===== src/rtl/l1m_pkg.sv =====
package l1m_pkg;
  localparam int REG_AW = 4;

  localparam logic [REG_AW-1:0] A_ICTL     = 4'd0;
  localparam logic [REG_AW-1:0] A_DCTL     = 4'd1;
  localparam logic [REG_AW-1:0] A_MODE     = 4'd2;
  localparam logic [REG_AW-1:0] A_ILN_INV  = 4'd3;
  localparam logic [REG_AW-1:0] A_DLN_INV  = 4'd4;
  localparam logic [REG_AW-1:0] A_DLN_WB   = 4'd5;
  localparam logic [REG_AW-1:0] A_ITAG     = 4'd6;
  localparam logic [REG_AW-1:0] A_DTAG     = 4'd7;
  localparam logic [REG_AW-1:0] A_ITAG_HI  = 4'd8;
  localparam logic [REG_AW-1:0] A_DTAG_HI  = 4'd9;
  localparam logic [REG_AW-1:0] A_IALL_INV = 4'd10;
  localparam logic [REG_AW-1:0] A_DALL_INV = 4'd11;
  localparam logic [REG_AW-1:0] A_DALL_WB  = 4'd12;

  localparam logic [1:0] OP_DISCARD    = 2'b01;
  localparam logic [1:0] OP_WB         = 2'b10;
  localparam logic [1:0] OP_WB_DISCARD = 2'b11;

  typedef enum logic [1:0] {
    S_IDLE = 2'd0,
    S_LINE = 2'd1,
    S_WALK = 2'd2
  } seq_state_t;
endpackage


===== src/rtl/l1m_regs.sv =====
module l1m_regs
  import l1m_pkg::*;
#(
  parameter int DATA_W  = 32,
  parameter int PA_HI_W = 8
) (
  input  logic                 clk,
  input  logic                 rst_n,
  input  logic                 reg_wr_en,
  input  logic                 reg_rd_en,
  input  logic [REG_AW-1:0]    reg_addr,
  input  logic [DATA_W-1:0]    reg_wdata,
  output logic [DATA_W-1:0]    reg_rdata,
  output logic                 reg_wait,
  input  logic                 busy,
  input  logic                 iwhole_busy,
  input  logic                 flush_busy,
  output logic                 cmd_go,
  output logic                 cmd_icache,
  output logic [1:0]           cmd_op,
  output logic                 cmd_whole,
  output logic [DATA_W-1:0]    cmd_value,
  output logic                 mode_split,
  output logic                 mode_wide,
  output logic [DATA_W-1:0]    sel_tag,
  output logic [PA_HI_W-1:0]   sel_tag_hi
);
  logic               inv_wb_q;
  logic               split_q, wide_q;
  logic [DATA_W-1:0]  itag_q, dtag_q;
  logic [PA_HI_W-1:0] itag_hi_q, dtag_hi_q;
  logic               wr_ok;
  logic               is_cmd;

  // stall: any write while busy, icache control read while a walk invalidates
  assign reg_wait = (reg_wr_en && busy) ||
                    (reg_rd_en && reg_addr == A_ICTL && iwhole_busy);
  assign wr_ok    = reg_wr_en && !busy;

  always_comb begin
    is_cmd     = 1'b0;
    cmd_icache = 1'b0;
    cmd_op     = OP_DISCARD;
    cmd_whole  = 1'b0;
    case (reg_addr)
      A_ILN_INV:  begin is_cmd = 1'b1; cmd_icache = 1'b1; end
      A_DLN_INV:  begin is_cmd = 1'b1; cmd_op = inv_wb_q ? OP_WB_DISCARD : OP_DISCARD; end
      A_DLN_WB:   begin is_cmd = 1'b1; cmd_op = OP_WB; end
      A_IALL_INV: begin is_cmd = reg_wdata[0]; cmd_icache = 1'b1; cmd_whole = 1'b1; end
      A_DALL_INV: begin
        is_cmd    = reg_wdata[0];
        cmd_whole = 1'b1;
        cmd_op    = inv_wb_q ? OP_WB_DISCARD : OP_DISCARD;
      end
      A_DALL_WB:  begin is_cmd = reg_wdata[0]; cmd_whole = 1'b1; cmd_op = OP_WB; end
      default: ;
    endcase
  end

  assign cmd_go     = wr_ok && is_cmd;
  assign cmd_value  = reg_wdata;
  assign mode_split = split_q;
  assign mode_wide  = wide_q;
  assign sel_tag    = cmd_icache ? itag_q : dtag_q;
  assign sel_tag_hi = cmd_icache ? itag_hi_q : dtag_hi_q;

  always_ff @(posedge clk or negedge rst_n) begin
    if (!rst_n) begin
      inv_wb_q  <= 1'b0;
      split_q   <= 1'b0;
      wide_q    <= 1'b0;
      itag_q    <= '0;
      dtag_q    <= '0;
      itag_hi_q <= '0;
      dtag_hi_q <= '0;
    end else if (wr_ok) begin
      case (reg_addr)
        A_DCTL:    inv_wb_q <= reg_wdata[0];
        A_MODE:    begin split_q <= reg_wdata[0]; wide_q <= reg_wdata[1]; end
        A_ITAG:    itag_q <= reg_wdata;
        A_DTAG:    dtag_q <= reg_wdata;
        A_ITAG_HI: itag_hi_q <= reg_wdata[PA_HI_W-1:0];
        A_DTAG_HI: dtag_hi_q <= reg_wdata[PA_HI_W-1:0];
        default: ;
      endcase
    end
  end

  always_comb begin
    reg_rdata = '0;
    case (reg_addr)
      A_ICTL:    reg_rdata[0] = iwhole_busy;
      A_DCTL:    begin reg_rdata[0] = inv_wb_q; reg_rdata[1] = flush_busy; end
      A_MODE:    begin reg_rdata[0] = split_q; reg_rdata[1] = wide_q; end
      A_ITAG:    reg_rdata = itag_q;
      A_DTAG:    reg_rdata = dtag_q;
      A_ITAG_HI: reg_rdata[PA_HI_W-1:0] = itag_hi_q;
      A_DTAG_HI: reg_rdata[PA_HI_W-1:0] = dtag_hi_q;
      default: ;
    endcase
  end

  p_write_held_r9: assert property (@(posedge clk) disable iff (!rst_n)
    (reg_wr_en && busy) |-> reg_wait);

  p_ictl_stall_r8: assert property (@(posedge clk) disable iff (!rst_n)
    (reg_rd_en && reg_addr == A_ICTL && iwhole_busy) |-> reg_wait);

  p_no_cmd_busy_r9: assert property (@(posedge clk) disable iff (!rst_n)
    busy |-> !cmd_go);
endmodule


===== src/rtl/l1m_addr.sv =====
module l1m_addr #(
  parameter int DATA_W  = 32,
  parameter int PA_HI_W = 8,
  parameter int OFS_W   = 5,
  parameter int SET_W   = 9,
  parameter int PAGE_W  = 13,
  localparam int TAG_W   = DATA_W + PA_HI_W - OFS_W,
  localparam int ALIAS_W = OFS_W + SET_W - PAGE_W
) (
  input  logic [DATA_W-1:0]  value,
  input  logic               split,
  input  logic               wide,
  input  logic [DATA_W-1:0]  ptag,
  input  logic [PA_HI_W-1:0] ptag_hi,
  output logic [SET_W-1:0]   index,
  output logic [TAG_W-1:0]   tag
);
  logic [DATA_W-OFS_W-1:0] tag_lo;
  logic [PA_HI_W-1:0]      tag_hi;
  logic [SET_W-1:0]        direct_index;
  logic                    unused_bits;

  assign tag_lo = split ? ptag[DATA_W-1:OFS_W] : value[DATA_W-1:OFS_W];
  assign tag_hi = wide ? ptag_hi : '0;
  assign tag    = {tag_hi, tag_lo};

  generate
    if (ALIAS_W > 0) begin : g_alias
      // virtual bits above the page ride in the line-offset field
      assign direct_index = {value[ALIAS_W-1:0], value[PAGE_W-1:OFS_W]};
    end else begin : g_plain
      assign direct_index = value[OFS_W+SET_W-1:OFS_W];
    end
  endgenerate

  assign index = split ? value[OFS_W+SET_W-1:OFS_W] : direct_index;

  assign unused_bits = ^{ptag[OFS_W-1:0], value[OFS_W-1:0]};
endmodule


===== src/rtl/l1m_seq.sv =====
module l1m_seq
  import l1m_pkg::*;
#(
  parameter int SET_W = 9,
  parameter int WAY_W = 1,
  parameter int TAG_W = 35,
  localparam int CNT_W = SET_W + WAY_W
) (
  input  logic             clk,
  input  logic             rst_n,
  input  logic             cmd_go,
  input  logic             cmd_icache,
  input  logic [1:0]       cmd_op,
  input  logic             cmd_whole,
  input  logic [SET_W-1:0] cmd_index,
  input  logic [TAG_W-1:0] cmd_tag,
  output logic             req_valid,
  input  logic             req_ready,
  output logic             req_icache,
  output logic [1:0]       req_op,
  output logic             req_whole,
  output logic [SET_W-1:0] req_index,
  output logic [WAY_W-1:0] req_way,
  output logic [TAG_W-1:0] req_tag,
  output logic             busy,
  output logic             iwhole_busy,
  output logic             flush_busy
);
  seq_state_t       st_q;
  logic [CNT_W-1:0] cnt_q;
  logic             icache_q;
  logic [1:0]       op_q;
  logic [SET_W-1:0] index_q;
  logic [TAG_W-1:0] tag_q;
  logic             last_line;
  logic             hs;

  assign hs        = req_valid && req_ready;
  assign last_line = &cnt_q;

  always_ff @(posedge clk or negedge rst_n) begin
    if (!rst_n) begin
      st_q     <= S_IDLE;
      cnt_q    <= '0;
      icache_q <= 1'b0;
      op_q     <= OP_DISCARD;
      index_q  <= '0;
      tag_q    <= '0;
    end else begin
      case (st_q)
        S_IDLE: if (cmd_go) begin
          st_q     <= cmd_whole ? S_WALK : S_LINE;
          cnt_q    <= '0;
          icache_q <= cmd_icache;
          op_q     <= cmd_op;
          index_q  <= cmd_index;
          tag_q    <= cmd_tag;
        end
        S_LINE: if (req_ready) st_q <= S_IDLE;
        S_WALK: if (req_ready) begin
          if (last_line) st_q <= S_IDLE;
          else           cnt_q <= cnt_q + 1'b1;
        end
        default: st_q <= S_IDLE;
      endcase
    end
  end

  assign busy        = (st_q != S_IDLE);
  assign req_valid   = busy;
  assign req_whole   = (st_q == S_WALK);
  assign req_icache  = icache_q;
  assign req_op      = op_q;
  assign req_index   = req_whole ? cnt_q[CNT_W-1:WAY_W] : index_q;
  assign req_way     = req_whole ? cnt_q[WAY_W-1:0] : '0;
  assign req_tag     = req_whole ? '0 : tag_q;
  assign iwhole_busy = req_whole && icache_q;
  assign flush_busy  = busy && !icache_q && op_q[1];

  p_hold_stable_r10: assert property (@(posedge clk) disable iff (!rst_n)
    (req_valid && !req_ready) |=> (req_valid && $stable(req_index) && $stable(req_way)
                                   && $stable(req_tag) && $stable(req_op)
                                   && $stable(req_icache) && $stable(req_whole)));

  p_line_once_r10: assert property (@(posedge clk) disable iff (!rst_n)
    (hs && !req_whole) |=> !req_valid);

  p_walk_step_r6: assert property (@(posedge clk) disable iff (!rst_n)
    (hs && req_whole && !last_line) |=>
      (req_whole && {req_index, req_way} == $past({req_index, req_way}) + 1'b1));

  p_walk_start_r6: assert property (@(posedge clk) disable iff (!rst_n)
    $rose(req_whole) |-> ({req_index, req_way} == '0));
endmodule


===== src/rtl/l1_maint_unit.sv =====
module l1_maint_unit
  import l1m_pkg::*;
#(
  parameter int DATA_W  = 32,
  parameter int PA_HI_W = 8,
  parameter int OFS_W   = 5,
  parameter int SET_W   = 9,
  parameter int WAY_W   = 1,
  parameter int PAGE_W  = 13,
  localparam int TAG_W  = DATA_W + PA_HI_W - OFS_W
) (
  input  logic               clk,
  input  logic               rst_n,
  input  logic               reg_wr_en,
  input  logic               reg_rd_en,
  input  logic [REG_AW-1:0]  reg_addr,
  input  logic [DATA_W-1:0]  reg_wdata,
  output logic [DATA_W-1:0]  reg_rdata,
  output logic               reg_wait,
  output logic               req_valid,
  input  logic               req_ready,
  output logic               req_icache,
  output logic [1:0]         req_op,
  output logic               req_whole,
  output logic [SET_W-1:0]   req_index,
  output logic [WAY_W-1:0]   req_way,
  output logic [TAG_W-1:0]   req_tag
);
  logic               busy, iwhole_busy, flush_busy;
  logic               cmd_go, cmd_icache, cmd_whole;
  logic [1:0]         cmd_op;
  logic [DATA_W-1:0]  cmd_value, sel_tag;
  logic [PA_HI_W-1:0] sel_tag_hi;
  logic               mode_split, mode_wide;
  logic [SET_W-1:0]   cmd_index;
  logic [TAG_W-1:0]   cmd_tag;

  l1m_regs #(.DATA_W(DATA_W), .PA_HI_W(PA_HI_W)) u_regs (
    .clk(clk), .rst_n(rst_n),
    .reg_wr_en(reg_wr_en), .reg_rd_en(reg_rd_en), .reg_addr(reg_addr),
    .reg_wdata(reg_wdata), .reg_rdata(reg_rdata), .reg_wait(reg_wait),
    .busy(busy), .iwhole_busy(iwhole_busy), .flush_busy(flush_busy),
    .cmd_go(cmd_go), .cmd_icache(cmd_icache), .cmd_op(cmd_op),
    .cmd_whole(cmd_whole), .cmd_value(cmd_value),
    .mode_split(mode_split), .mode_wide(mode_wide),
    .sel_tag(sel_tag), .sel_tag_hi(sel_tag_hi)
  );

  l1m_addr #(.DATA_W(DATA_W), .PA_HI_W(PA_HI_W), .OFS_W(OFS_W),
             .SET_W(SET_W), .PAGE_W(PAGE_W)) u_addr (
    .value(cmd_value), .split(mode_split), .wide(mode_wide),
    .ptag(sel_tag), .ptag_hi(sel_tag_hi),
    .index(cmd_index), .tag(cmd_tag)
  );

  l1m_seq #(.SET_W(SET_W), .WAY_W(WAY_W), .TAG_W(TAG_W)) u_seq (
    .clk(clk), .rst_n(rst_n),
    .cmd_go(cmd_go), .cmd_icache(cmd_icache), .cmd_op(cmd_op),
    .cmd_whole(cmd_whole), .cmd_index(cmd_index), .cmd_tag(cmd_tag),
    .req_valid(req_valid), .req_ready(req_ready), .req_icache(req_icache),
    .req_op(req_op), .req_whole(req_whole), .req_index(req_index),
    .req_way(req_way), .req_tag(req_tag),
    .busy(busy), .iwhole_busy(iwhole_busy), .flush_busy(flush_busy)
  );

  p_flush_bit_r7: assert property (@(posedge clk) disable iff (!rst_n)
    flush_busy |-> (req_valid && !req_icache && req_op[1]));

  p_reset_idle_r11: assert property (@(posedge clk) disable iff (!rst_n)
    $rose(rst_n) |-> !req_valid);
endmodule


===== config.mk =====
export PLATFORM = sky130hd
export DESIGN_NAME = l1_maint_unit
export DESIGN_NICKNAME = d
export VERILOG_FILES = /design/src/rtl/l1m_pkg.sv /design/src/rtl/l1m_regs.sv /design/src/rtl/l1m_addr.sv /design/src/rtl/l1m_seq.sv /design/src/rtl/l1_maint_unit.sv
export SDC_FILE = /design/constraint.sdc
export NUM_CORES = 1
export LEC_CHECK = 0
export ABC_AREA = 1
export BUFFER_PORTS_ARGS = -buffer_cell sky130_fd_sc_hd__buf_2
export CAP_MARGIN = 20
export CORE_ASPECT_RATIO = 1.4
export CORE_MARGIN = 3
export CORE_UTILIZATION = 51
export DETAILED_ROUTE_END_ITERATION = 8
export PLACE_DENSITY = 0.82
export SYNTH_ARGS = -nofsm -noshare
export SYNTH_HDL_FRONTEND = slang
export SYNTH_SLANG_ARGS = --single-unit

===== constraint.sdc =====
create_clock -name clk -period 1.5 [get_ports clk]
set_input_delay 0 -clock clk [delete_from_list [all_inputs] [get_ports clk]]
set_output_delay 0 -clock clk [all_outputs]
set_load 0.01 [all_outputs]

## Yosys cells after proc, flatten, opt, wreduce, memory -nomap -nowiden

Cells that the tools add are included.
Widths: inputs -> output; s select.

- Output and inout bits: 83
- Bits in registers: 142
- Logic and storage cells: 90
- Input bits: 41

- Eq/ne operators: 19
- Reductions and logical operators: 30
- Muxes and demuxes: 27
- Add/subtract/negate cells: 1

Operators with widths:

| kind | count |
|---|---|
| $pmux 24 s2 | 1 |
| $mux 35 | 1 |
| $mux 32 | 1 |
| $mux 10 | 3 |
| $mux 27 | 1 |
| $pmux 6 s4 | 1 |
| $eq 4x4->1 const B | 5 |
| $pmux 10 s2 | 1 |
| $mux 9 | 2 |
| $eq 4x3->1 const B | 4 |
| $mux 8 | 2 |
| $reduce_and 2->1 | 7 |
| $mux 2 | 6 |
| $add 10x1->10 const B | 1 |
| $ne 2x2->1 const B | 5 |
| $reduce_and 10->1 | 1 |
| $eq 4x2->1 const B | 2 |
| $logic_and 1x1->1 | 8 |
| $reduce_and 4->1 | 2 |
| $pmux 1 s7 | 1 |
| $pmux 1 s6 | 1 |
| $pmux 2 s3 | 1 |
| $reduce_or 2->1 | 3 |
| $reduce_or 3->1 | 2 |
| 11 further kinds | 15 |

## Logic depth before layout (Yosys ltp)

- Depth after elaboration: 6
- Depth in mapped cells: 11
- Gate-level depth less buffers: 11

## Modules after synthesis

Synthesis repeated with hierarchy kept, for this count alone.

- Cells, all modules: 1116
- Area total of the unflattened synthesis: 8107.8 µm²

By module, submodules not included:

| module | seq. area each (µm²) | times used | area each (µm²) | cells each |
|---|---|---|---|---|
| l1m_regs | 2077.0 | 1 | 4659.5 | 642 |
| l1m_seq | 1477.7 | 1 | 2947.8 | 359 |
| l1m_addr | 0.0 | 1 | 500.5 | 115 |

## Worst setup path after synthesis

No wires, ideal clock.

- Path type: reg-to-reg
- Start: register u_seq.cnt_q[0]
- End: register u_seq.cnt_q[0]
- Library setup time: 0.117 ns
- Path slack: -0.103 ns
- Arrival: 1.485 ns
- Required time: 1.383 ns
- Path buffers: 0
- Stages on the path, launching flop included: 10
- Period minus slack after synthesis: 1.603 ns
- Cells stage by stage: dfrtp_1 > ha_1 > nand2_1 > nor2_1 > nand3_1 > nor2_1 > nor2_2 > nand3_2 > nand2_1 > nand2_1

- Longest elaborated chain between the ends: 4
- Elaborated cells between the ends (all ways): 7
- Classes of those cells: 1 x add/sub; 1 x eq/ne; 3 x mux; 2 x reduce/logical

RTL lines:

| item | RTL line | RTL |
|---|---|---|
| start: declaration | l1m_seq.sv:30 | `logic [CNT_W-1:0] cnt_q;` |
| start signal: assignment | l1m_seq.sv:62 | `else cnt_q <= cnt_q + 1'b1;` |
| $add 10x1->10 | l1m_seq.sv:62 |  |
| $mux 10 | l1m_seq.sv:61 | `if (last_line) st_q <= S_IDLE;` |
| $mux 10 | l1m_seq.sv:60 | `S_WALK: if (req_ready) begin` |
| $pmux 10 s2 | l1m_seq.sv:50 | `case (st_q)` |

Parallel ways exist; a longest one is shown, timed or not. The select of a mux whose other input is x is not followed.
A chain may end at the register's enable or synchronous reset.

## Worst setup path in the final report

- Start: register u_seq.st_q[0]
- End: register u_seq.cnt_q[2]

- Longest elaborated chain between the ends: 6
- Elaborated cells between the ends (all ways): 12
- Classes of those cells: 4 x eq/ne; 1 x mux; 7 x reduce/logical

RTL lines:

| item | RTL line | RTL |
|---|---|---|
| start: declaration | l1m_seq.sv:29 | `seq_state_t st_q;` |
| start signal: assignment | l1m_seq.sv:52 | `st_q <= cmd_whole ? S_WALK : S_LINE;` |
| $reduce_bool 2->1 | l1m_seq.sv:69 | `assign busy = (st_q != S_IDLE);` |
| $logic_not 1->1 | l1m_regs.sv:38 | `assign wr_ok = reg_wr_en && !busy;` |
| $logic_and 1x1->1 | l1m_regs.sv:38 |  |
| $logic_and 1x1->1 | l1m_regs.sv:60 | `assign cmd_go = wr_ok && is_cmd;` |
| $ne 2x2->1 (no line) | n/a |  |
| $reduce_and 4->1 (no line) | n/a |  |

Parallel ways exist; a longest one is shown, timed or not.

==> results.json <==
{
  "synth_edf_count": 0,
  "path_clk_slew_ns": 0.06,
  "fin_ws_ns": -0.157,
  "fin_crit_sh_pct": 110,
  "vias_per_cell": 5.39,
  "dpl_worst_slack_ns": 0.0323,
  "cp.required_ns": 1.80,
  "clkLatencyLatePin_ns": 0.41,
  "die_w_um": 108,
  "io-pin-count": 124,
  "status": "complete, but fails checks",
  "drt-initial-drc-count": 503,
  "grt_max_degree": 68,
  "yosysUniqueCellTypes": 36,
  "synthArstFlopShare_pct": 100,
  "die_y_um": 148,
  "syn_area_sq_um": 7400,
  "holdCritPathClass": "input port to flip-flop",
  "slew_headroom_pct": 68.7,
  "crit_arrival_ns": 1.96,
  "setup_viol": 149,
  "violations": "negative setup slack",
  "synthDominantCellAreaShare_pct": 47.7,
  "endpoint_kind": "flip-flop",
  "worst_ir_drop_vdd_mv": 1.03,
  "wl_um": 21500,
  "drv_cap": 0,
  "cts-root-buf": "clkbuf_16",
  "start_kind": "flip-flop",
  "finalCriticalPeriod_ns": 1.66,
  "firstDrtPassIters": 6,
  "total_power_mw": 17.6,
  "antenna_cells": 0,
  "initial_core_util_pct": 52.7,
  "port_buffers": 123,
  "finClkSkew_ns": 0.0127,
  "cts_tree": "done",
  "synth_area_leaders": "dfrtp_1 (48%), nand2_1 (13%), inv_1 (7.2%), nor2_1 (5.7%), o21ai_0 (4.8%)",
  "drive_gt1_share_pct": 22.9,
  "synth_top_cell_by_area": "dfrtp_1",
  "cts.path.max_buffers": 2,
  "nFillCells": 1109,
  "synth_warnings": 0,
  "fmax_mhz": 604,
  "power_density_nw_per_um2": 1800,
  "core_area_sq_um": 14000,
  "crit_type": "flip-flop to flip-flop",
  "dp_hpwl_um": 13000,
  "nNetsFinal": 1206,
  "tightest_slew_ns": 0.469,
  "cts.sinks": 142,
  "cts_buffers": 17,
  "syn-num-nets": 1030,
  "grt_remaining_overflow": 0,
  "rows": 51,
  "grt_usage_pct": 26.3,
  "htreeDepth": 4,
  "synthTopCellsByCount": "nand2_1 (262), inv_1 (142), dfrtp_1 (141), nor2_1 (113), o21ai_0 (71)",
  "synth_cells": 988,
  "synthFlopType": "dfrtp_1",
  "report.final.slew_viol_count": 0,
  "drc": 0,
  "final_hold_viol_count": 0,
  "synth_most_common_cell": "nand2_1",
  "yosysSeqAreaShare_pct": 48.1,
  "p_leak_nw": 5.04,
  "rsz0062_at_grt": "yes",
  "path_max_fanout": 5,
  "ys_seq_elements": 142,
  "antenna_found_initial": 0,
  "die_area_sq_um": 16000,
  "gp_congestion": 0.905,
  "wl_per_cell_um": 15.8,
  "syn_area_per_cell_sq_um": 7.49,
  "grt_pass1_vias": 7119,
  "postRouteAntennaNets": 0,
  "vias": 7346,
  "grt_first_pass_wirelength_um": 33700,
  "area_delta_synth_final_pct": 32.3
}
## state kept, by name, summed over array words and instances (netlist names)
name and cells:
u_regs.dtag_hi_q 8, u_regs.dtag_q 32, u_regs.inv_wb_q 1, u_regs.itag_hi_q 8, u_regs.itag_q 32, u_regs.mode_split 1, u_regs.mode_wide 1, u_seq.cnt_q 10
u_seq.index_q 9, u_seq.req_icache 1, u_seq.req_op 2, u_seq.st_q 2, u_seq.tag_q 35
## critical path, cell delays in order, from the launching register on
cell,delay (ns)
dfrtp_1,0.44
inv_2,0.08
nand2_4,0.17
buf_4,0.16
nor2_1,0.06
nor2_2,0.25
nand3_2,0.21
nand2_1,0.12
nand2_1,0.05
## report_power, final
group | switching [mW] | internal [mW] | total, mW
clock network | 1.66 | 3.18 | 4.84
registers | 0.891 | 5.44 | 6.34
logic | 3.72 | 2.69 | 6.40
total | 6.27 | 11.3 | 17.6
## final timing paths
check	slack, ns	end	from	cells after the start
min in group asynchronous	0.10	u_seq.tag_q[29]$_DFFE_PN0P_	rst_n	2
min reg2reg	0.47	u_seq.req_op[0]$_DFFE_PN1P_	u_seq.req_op[0]$_DFFE_PN1P_	2
max	-0.16	u_seq.cnt_q[2]$_DFFE_PN0P_	u_seq.st_q[0]$_DFFE_PN0P_	8
max in group asynchronous	0.82	u_regs.dtag_q[13]$_DFFE_PN0P_	rst_n	3
min	0.02	u_seq.index_q[2]$_DFFE_PN0P_	reg_wdata[7]	3
max reg2reg	-0.16	u_seq.cnt_q[2]$_DFFE_PN0P_	u_seq.st_q[0]$_DFFE_PN0P_	8
## layer usage
layer  share of wire, %  GRT usage (%)  up-vias
li1                   -              -     3493
met1                 40           33.9     3478
met2                 50           44.0      314
met3                6.4           3.60       61
met4                2.9           11.9        0
met5                  0              0        -
## stage by stage
step	cell area, sq um	hold slack [ns]	TNS (ns)	utilization, %	cells
after CTS	9530	0.00272	-1.57	67.9	1353
final	9790	0.0180	-8.97	69.7	1362
after global routing	9790	0.0268	-19.07	69.7	1362
after global placement	8330	-0.0269	0	59.4	1280
after floorplan	7400	-0.296	-0.818	-	988
after detailed placement	8330	-0.0237	0	59.4	1280
## cells in the final DEF, fill, tap and decap left out, types with 26 or more instances in the layout
| master | n |
|---|---|
| o21ai_1 | 76 |
| a22oi_1 | 26 |
| nand3_1 | 39 |
| buf_4 | 29 |
| inv_1 | 141 |
| dlygate4sd3_1 | 33 |
| nand2_1 | 248 |
| buf_2 | 121 |
| dfrtp_1 | 139 |
| nor2_1 | 100 |
| o21ai_0 | 45 |
## cell type report
type	count	area, sq um	share of cell area [%]
multi-input cells	645	3160	32.2
inverters	152	582	5.94
repair buffers	206	1580	16.2
well taps	185	231	2.36
clock inverters	13	236	2.42
flip-flops and latches	142	3560	36.3
clock buffers	19	443	4.53
## kinds of logic (layout without fill, tap and decap cells)
| logic type | after synthesis | after routing | synth area share, % |
|---|---|---|---|
| flops | 142 | 142 | 48.1 |
| compound gates | 192 | 192 | 14.8 |
| buf+inv | 202 | 390 | 11.5 |
| fa+ha+maj | 1 | 1 | 0.169 |
| simple gates | 451 | 452 | 25.4 |
## repair_timing
item	4_1_cts	5_1_grt
hold buffers	33	0
gates cloned	0	4
gates resized for setup	37	56
setup endpoints to repair	50	187
pin swaps	6	4
setup buffers	8	5
endpoints found under the hold margin	228	0
Note: power is estimated with default switching activity, not from simulation.
